[src/rtl/nand_ecc_pkg.sv]
package nand_ecc_pkg;

    typedef enum logic [1:0] {
        ST_IDLE,
        ST_ACCUM,
        ST_EMIT,
        ST_WAIT_CODE
    } ecc_state_e;

    typedef enum logic [1:0] {
        ERR_NONE     = 2'b00,
        ERR_DATA_FIX = 2'b01,
        ERR_IN_CODE  = 2'b10,
        ERR_UNCORR   = 2'b11
    } ecc_err_e;

    // Lanes of a byte whose bit index has bit k set.
    function automatic logic [7:0] lane_mask(input int k);
        logic [7:0] m;
        for (int b = 0; b < 8; b++) begin
            m[b] = ((b >> k) & 1) == 1;
        end
        return m;
    endfunction

endpackage

[src/rtl/ecc_parity_acc.sv]
module ecc_parity_acc #(
    parameter int BLK_LOG2 = 9,
    localparam int POS_W   = BLK_LOG2 + 3,
    localparam int CODE_W  = 2 * POS_W
) (
    input  logic                clk,
    input  logic                rst_n,
    input  logic                clr,
    input  logic                en,
    input  logic [BLK_LOG2-1:0] idx,
    input  logic [7:0]          data,
    output logic [CODE_W-1:0]   par
);
    import nand_ecc_pkg::*;

    logic              byte_par;
    logic [CODE_W-1:0] contrib;

    assign byte_par = ^data;

    for (genvar k = 0; k < POS_W; k++) begin : g_pos
        if (k < 3) begin : g_col
            assign contrib[2*k+1] = ^(data & lane_mask(k));
            assign contrib[2*k]   = ^(data & ~lane_mask(k));
        end else begin : g_row
            assign contrib[2*k+1] = idx[k-3] & byte_par;
            assign contrib[2*k]   = ~idx[k-3] & byte_par;
        end
    end

    always_ff @(posedge clk) begin
        if (!rst_n) begin
            par <= '0;
        end else if (en) begin
            par <= (clr ? '0 : par) ^ contrib;
        end else if (clr) begin
            par <= '0;
        end
    end

endmodule

[src/rtl/ecc_syndrome_dec.sv]
module ecc_syndrome_dec #(
    parameter int BLK_LOG2 = 9,
    localparam int POS_W   = BLK_LOG2 + 3,
    localparam int CODE_W  = 2 * POS_W
) (
    input  logic [CODE_W-1:0]   calc_code,
    input  logic [CODE_W-1:0]   stored_code,
    output logic [1:0]          err_type,
    output logic [BLK_LOG2-1:0] err_byte,
    output logic [2:0]          err_bit
);
    import nand_ecc_pkg::*;

    logic [CODE_W-1:0] syn;
    logic [POS_W-1:0]  pair_diff;
    logic [POS_W-1:0]  odd_half;

    assign syn = calc_code ^ stored_code;

    for (genvar k = 0; k < POS_W; k++) begin : g_pair
        assign pair_diff[k] = syn[2*k+1] ^ syn[2*k];
        assign odd_half[k]  = syn[2*k+1];
    end

    always_comb begin
        err_byte = '0;
        err_bit  = '0;
        if (syn == '0) begin
            err_type = ERR_NONE;
        end else if (&pair_diff) begin
            err_type = ERR_DATA_FIX;
            err_byte = odd_half[POS_W-1:3];
            err_bit  = odd_half[2:0];
        end else if ($countones(syn) == 1) begin
            err_type = ERR_IN_CODE;
        end else begin
            err_type = ERR_UNCORR;
        end
    end

endmodule

[src/rtl/nand_page_ecc.sv]
module nand_page_ecc #(
    parameter int ADDR_W   = 32,
    parameter int BLK_LOG2 = 9,
    localparam int POS_W   = BLK_LOG2 + 3,
    localparam int CODE_W  = 2 * POS_W
) (
    input  logic                clk,
    input  logic                rst_n,
    input  logic                in_valid,
    input  logic                in_first,
    input  logic                in_last,
    input  logic                in_write,
    input  logic [ADDR_W-1:0]   in_addr,
    input  logic [7:0]          in_data,
    input  logic                cmp_valid,
    input  logic [CODE_W-1:0]   cmp_code,
    output logic                code_valid,
    output logic [CODE_W-1:0]   code_out,
    output logic                st_valid,
    output logic [1:0]          st_type,
    output logic [BLK_LOG2-1:0] st_byte,
    output logic [2:0]          st_bit
);
    import nand_ecc_pkg::*;

    ecc_state_e          state_q, state_d;
    logic                dir_wr_q;
    logic [BLK_LOG2-1:0] idx_q;
    logic                start, acc_en, dir_now;
    logic [CODE_W-1:0]   par;
    logic [1:0]          dec_type;
    logic [BLK_LOG2-1:0] dec_byte;
    logic [2:0]          dec_bit;

    assign start   = in_valid && in_first && (in_addr[BLK_LOG2-1:0] == '0);
    assign acc_en  = start || (state_q == ST_ACCUM && in_valid);
    assign dir_now = start ? in_write : dir_wr_q;

    ecc_parity_acc #(.BLK_LOG2(BLK_LOG2)) u_acc (
        .clk  (clk),
        .rst_n(rst_n),
        .clr  (start),
        .en   (acc_en),
        .idx  (start ? '0 : idx_q),
        .data (in_data),
        .par  (par)
    );

    ecc_syndrome_dec #(.BLK_LOG2(BLK_LOG2)) u_dec (
        .calc_code  (~par),
        .stored_code(cmp_code),
        .err_type   (dec_type),
        .err_byte   (dec_byte),
        .err_bit    (dec_bit)
    );

    // Next-state logic
    always_comb begin
        state_d = state_q;
        if (start) begin
            state_d = in_last ? (in_write ? ST_EMIT : ST_WAIT_CODE) : ST_ACCUM;
        end else begin
            unique case (state_q)
                ST_IDLE:      state_d = ST_IDLE;
                ST_ACCUM:     if (in_valid && in_last)
                                  state_d = dir_now ? ST_EMIT : ST_WAIT_CODE;
                ST_EMIT:      state_d = ST_IDLE;
                ST_WAIT_CODE: if (cmp_valid) state_d = ST_IDLE;
            endcase
        end
    end

    // State register with block bookkeeping
    always_ff @(posedge clk) begin
        if (!rst_n) begin
            state_q  <= ST_IDLE;
            dir_wr_q <= 1'b0;
            idx_q    <= '0;
        end else begin
            state_q <= state_d;
            if (start) begin
                dir_wr_q <= in_write;
                idx_q    <= BLK_LOG2'(1);
            end else if (acc_en) begin
                idx_q <= idx_q + 1'b1;
            end
        end
    end

    // Status register
    always_ff @(posedge clk) begin
        if (!rst_n || start) begin
            st_valid <= 1'b0;
            st_type  <= ERR_NONE;
            st_byte  <= '0;
            st_bit   <= '0;
        end else if (state_q == ST_WAIT_CODE && cmp_valid) begin
            st_valid <= 1'b1;
            st_type  <= dec_type;
            st_byte  <= dec_byte;
            st_bit   <= dec_bit;
        end
    end

    // Outputs decoded from state
    always_comb begin
        code_valid = (state_q == ST_EMIT);
        code_out   = ~par;
    end

endmodule

[config.mk]
export PLATFORM = sky130hd
export DESIGN_NAME = nand_page_ecc
export DESIGN_NICKNAME = d
export VERILOG_FILES = /design/src/rtl/nand_ecc_pkg.sv /design/src/rtl/ecc_parity_acc.sv /design/src/rtl/ecc_syndrome_dec.sv /design/src/rtl/nand_page_ecc.sv
export SDC_FILE = /design/constraint.sdc
export NUM_CORES = 1
export LEC_CHECK = 0
export BUFFER_PORTS_ARGS = -buffer_cell sky130_fd_sc_hd__buf_2
export CAP_MARGIN = 25
export CORE_MARGIN = 2
export CORE_UTILIZATION = 53
export DETAILED_ROUTE_END_ITERATION = 12
export GPL_ROUTABILITY_DRIVEN = 0
export GPL_TIMING_DRIVEN = 0
export PLACE_DENSITY = 0.85
export SLEW_MARGIN = 20
export SYNTH_ARGS = -nofsm -noshare
export SYNTH_HDL_FRONTEND = slang
export SYNTH_SLANG_ARGS = --single-unit
[constraint.sdc]
create_clock -name clk -period 6.1 [get_ports clk]
set_input_delay 0.61 -clock clk [delete_from_list [all_inputs] [get_ports clk]]
set_output_delay 0.61 -clock clk [all_outputs]
set_load 0.02 [all_outputs]
Yosys cells after proc, flatten, opt, wreduce, memory -nomap -nowiden. Index checks and enable logic that the tools add are counted. W data, S select, Z words.

Multiplexer cells: 20. Bitwise logic cells: 43. Reductions and logical operators: 23. $add $sub $neg: 24. Equal/unequal tests: 6.

Operator list (count): $add A32 B32 Y32 (11); $reduce_xor A8 Y1 (7); $mux W24 (2); $xor A24 B24 Y24 (2); $eq A32 B2 Y1 const B (1); $mux W9 (3); $add A1 B1 Y2 (12); $logic_not A24 Y1 (1); $not A24 Y24 (1); $and A1 B1 Y1 (18); $mux W2 (6); $reduce_and A12 Y1 (1); $xor A1 B1 Y1 (12); $not A1 Y1 (10); $add A9 B1 Y9 const B (1); $logic_not A9 Y1 (1); $mux W1 (6); $mux W3 (2); $pmux W2 S3 (1); $logic_and A1 B1 Y1 (5); $eq A2 B2 Y1 const B (2); $reduce_or A2 Y1 (2); $ne A3 B2 Y1 const B (1); $ne A3 B3 Y1 const B (1); 6 further kinds (7).

Word-level logic and storage cells: 125. Output and inout bits: 40. Flip-flop bits (word level): 51.

Longest topological paths before layout.
Depth after elaboration: 11. Gate-level depth with buffers: 20. Depth with buffers taken out: 20.

Hierarchy. From an unflattened synthesis, not the netlist that was laid out.

Cells, all modules: 459. Area total of the unflattened synthesis: 3900.0 um^2.

By module, submodules not included: ecc_parity_acc (area each 1353.8 um^2, cells each 155, instances 1, seq. area each 480.5 um^2); nand_page_ecc (area each 1327.5 um^2, cells each 169, instances 1, seq. area each 540.5 um^2); ecc_syndrome_dec (area each 1218.7 um^2, cells each 135, instances 1, seq. area each 0.0 um^2).

Least setup slack after synthesis. OpenSTA, ideal clock, no wires.

Path type: input port to flip-flop. Start point: in cmp_code[11]. End point: reg st_type[0]. Data arrival time: 4.891 ns. Library setup time: 0.117 ns. Data required time: 5.983 ns. Setup slack: 1.092 ns. Stages: 18. Buffers on the path: 0. Cell sequence: xnor2_1 inv_1 ha_1 fa_1 inv_1 fa_1 fa_1 fa_1 fa_1 inv_1 ha_1 inv_1 fa_1 a211oi_1 mux2i_1 nor2_1 a41o_1 a21oi_1.

Longest elaborated chain between the ends: 10. Elaborated cells on any way between the ends: 13. Classes of those cells: add/sub: 5; eq/ne: 1; mux: 3; bitwise: 2; reduce/logical: 2.

RTL lines: from (decl) (RTL line nand_page_ecc.sv:16) `input logic [CODE_W-1:0] cmp_code,`; $xor A24 B24 Y24 (*) (RTL line ecc_syndrome_dec.sv:18) `assign syn = calc_code ^ stored_code;`; $add A1 B1 Y2 (implied by the code) (RTL line ecc_syndrome_dec.sv:34) `end else if ($countones(syn) == 1) begin`; $add A32 B32 Y32 (implied by the code) (4 in a row) (RTL line ecc_syndrome_dec.sv:34); $eq A32 B2 Y1 (RTL line ecc_syndrome_dec.sv:34); $mux W1 (RTL line ecc_syndrome_dec.sv:34); $mux W2 (RTL line ecc_syndrome_dec.sv:30) `end else if (&pair_diff) begin`; $mux W2 (*) (RTL line ecc_syndrome_dec.sv:28) `if (syn == '0) begin`; to (signal assigned) (RTL line nand_page_ecc.sv:99) `st_type <= dec_type;`; to (decl) (RTL line nand_page_ecc.sv:20) `output logic [1:0] st_type,`.

Every way passes the cells marked *; elsewhere a longest branch is shown, timed or not. A chain may end at the register's enable or synchronous reset.

Worst setup path after layout. Ends and elaborated chain as after synthesis.

==> flow_summary.yaml <==
place:
  dp_hpwl_mm: 7.89
  number_of_buffers_added_on_ports: 87
  place_ws_ns: 0.593
  place_inst: 638
min_path:
  hold_class: "flip-flop to flip-flop"
  hold_start: "st_type[0]"
floorplanning:
  io_pins: 111
  die_width_um: 88.9
  die-area_um2: 7910
  dieHeight_um: 88.9
  starting_density_of_the_core_pct: 55.4
  placementRows: 30
  placeableCoreArea_um2: 6910
clock_network:
  tritoncts: "built"
  cts.sink_count: 51
  cts-buffers-inserted: 5
  cts_buffer_depth: 2
  path_clk_slew_ns: 0.11
  cts_hold_repair.buffers: 0
  cts_max_level: 2
  ctsRootBufferMaster: "clkbuf_8"
  worstSkewPairLatency_ns: 0.31
  post_cts_resize_count: 0
  post-cts-setup-buffer-count: 0
detailed_routing:
  drt_wl_total_mm: 9.84
  post-route-drc-count: 0
  routed_wire_length_per_instance_um: 15.2
  first_pass_iters: 4
  avgViaCountPerCell: 5.46
  dr_total_vias: 3525
  dr.first_iter.drc_count: 171
  drtAntennaViolNets: 0
synthesis:
  yosysSeqAreaShare_pct: 26.7
  async_flop_share_pct: 0
  synth.avg_cell_area_um2: 8.40
  synth.distinct_cells: 40
  synth_seq_cells: 51
  mappedNetlistArea_um2: 3820
  ys_warn_count: 0
  synth_fp_nets: 579
  number_of_flops_mapped_to_enable_cells_by_yosys: 0
  postSynth.topFlopCell: "dfxtp_1"
  postSynthCellCount: 455
finish:
  fraction_of_layout_instances_using_a_drive_strength_above_1_pct: 19.1
  finalNonFillerCells: 646
  number_of_diodes_added_for_antenna_fixing: 0
  layout.nets: 673
  utilization_pct: 64.8
  syn_to_final_growth_pct: 17.0
timing:
  fmax_ghz: 0.195
  post-route-period-util_pct: 84.2
  timing_max_transition_violations_final: 0
  max_slew.worst_pin.slew_ns: 0.599
  relSlewSlack_pct: 59.8
  finalHoldViolations: 0
  post-route-min-period_ns: 5.13
  setup_viol: 0
  final.setup.tns_ns: 0
  final_critical_path_setup_slack_ns: 0.965
  finClkSkew_ns: 0.0174
  rsz0062_at_grt: "no"
setup_path:
  worst_r2r_startpoint: "u_acc.par[11]"
  worst_setup_path_end_kind: "flip-flop"
  reg_to_reg_setup_timing_slack_ns: 0.99
  start_kind: "primary input"
  timing.setup.critical_path_class: "primary input to flip-flop"
  worstPathRequired_ns: 6.31
  data_arrival_time_of_the_critical_path_ns: 5.35
  worst_setup_path_startpoint: "cmp_code[11]"
  critical_path_peak_fanout: 3
pwr:
  power.density_cell_area_nw_per_um2: 239
  report.power.total_mw: 1.07
  vdd.ir_drop.worst_mv: 0.114
  power.clock.fraction_pct: 20.0
  power_leakage_nw: 1.97
  intPower_mw: 0.658
  p_comb_share_pct: 48.9
  power.sequential.fraction_pct: 31.2
  switching_share_of_power_pct: 38.4
  p_switching_mw: 0.410
global_routing:
  final_global_route_overflow_total: 0
  grt_max_degree: 17
  first_global_vias: 3495
  first_pass_grt_wire_length_mm: 15.8
  initial_antenna_violation_count: 0
  globalRouteTotalUtil_pct: 25.5
job:
  max_cap_violations: 0
status:
  result_of_the_run: "finished, final reports clean"
## final cells by class
class | count | area, um2
clock inverters | 2 | 13.8
clock buffers | 6 | 82.6
well taps | 96 | 120
repair buffers | 87 | 435
flip-flops and latches | 51 | 1020
multi-input cells | 300 | 2390
plain buffers | 21 | 96.3
fillers | 605 | 2430
inverters | 83 | 312
## cells in the mapped netlist (3+ instances only)
cell / number / area, um2
ha_1: 34 / 425
nand3_1: 21 / 105
fa_1: 19 / 380
xnor2_2: 3 / 48.8
o21a_1: 3 / 22.5
a22oi_1: 12 / 90.1
o21ai_1: 9 / 45.0
a21boi_0: 7 / 52.6
xnor2_1: 30 / 263
o31ai_1: 10 / 75.1
nand2_1: 31 / 116
nor3_1: 5 / 25.0
o21ai_0: 7 / 35.0
nor2b_1: 3 / 18.8
dfxtp_1: 51 / 1020
clkbuf_1: 15 / 56.3
or3_1: 10 / 62.6
nor2_1: 21 / 78.8
xor2_1: 12 / 105
inv_1: 83 / 312
nand4_1: 18 / 113
o2111ai_1: 9 / 78.8
a21oi_1: 19 / 95.1
## state kept, by name, summed over array words and instances (netlist names)
signal	flops
u_acc.par	24
idx_q	9
st_byte	9
st_bit	3
st_type	2
state_q	2
dir_wr_q	1
st_valid	1
## per-layer routing
layer / GRT usage [%] / vias up / routed length [um] / share of wire (%)
li1: - / 1695 / - / -
met1: 31.0 / 1684 / 3970 / 40
met2: 46.2 / 122 / 5120 / 52
met3: 3.97 / 24 / 505 / 5.1
met4: 8.28 / 0 / 247 / 2.5
met5: 0 / - / 0 / 0
## per-stage QoR
stage / hold slack (ns) / area [um2]
finish: 0.454 / 4480
global route: 0.503 / 4480
CTS: 0.460 / 4480
detailed placement: 0.445 / 4380
global placement: 0.439 / 4380
floorplan: 0.487 / 3820
## path summary, 6_finish.rpt
check	end	cells after the start
min reg2reg	st_type[0]	2
max reg2reg	st_type[0]	16
min	st_type[0]	2
max	st_type[0]	17
## worst max-delay path, cell delays in order
cell and delay [ns]:
buf_2 0.10, xnor2_1 0.29, inv_1 0.08, ha_1 0.33, fa_1 0.55, inv_1 0.06, fa_1 0.44, fa_1 0.51
fa_1 0.52, fa_1 0.48, inv_1 0.07, ha_1 0.18, inv_1 0.06, fa_1 0.48, nor4bb_1 0.31, a41o_1 0.22
a21oi_1 0.06
## power groups by stage
stage / sequential (mW) / combinational (mW) / clock, mW
detailed placement: 0.341 / 0.526 / 0
global placement: 0.341 / 0.479 / 0
CTS: 0.333 / 0.527 / 0.215
finish: 0.333 / 0.522 / 0.213
global route: 0.333 / 0.606 / 0.225
floorplan: 0.341 / 0.385 / 0
## cells by family after synthesis
| group | count (synthesis) | share of synthesized area, % |
|---|---|---|
| adders and majority gates | 53 | 21.1 |
| muxes | 2 | 0.524 |
| buffers and inverters | 104 | 10.7 |
| xor gates and xnor gates | 47 | 11.7 |
| DFF | 51 | 26.7 |
| AOI/OAI and AO/OA | 80 | 13.9 |
| and+or+nand+nor | 118 | 15.4 |
## layout by cell type (no fill, tap or decap), types with 9 or more instances in the layout
cell / Yosys / final
nand4_1: 18 / 18
a22oi_1: 12 / 12
nand2_1: 31 / 31
fa_1: 19 / 19
inv_1: 83 / 83
xnor2_1: 30 / 30
o31ai_1: 10 / 10
nand3_1: 21 / 21
clkbuf_1: 15 / 15
nor2_1: 21 / 21
ha_1: 34 / 34
or3_1: 10 / 10
a21oi_1: 19 / 19
dfxtp_1: 51 / 51
buf_2: 2 / 89
xor2_1: 12 / 12
o21ai_1: 9 / 9
o2111ai_1: 9 / 9
Note: power is estimated with default switching activity, not from simulation.
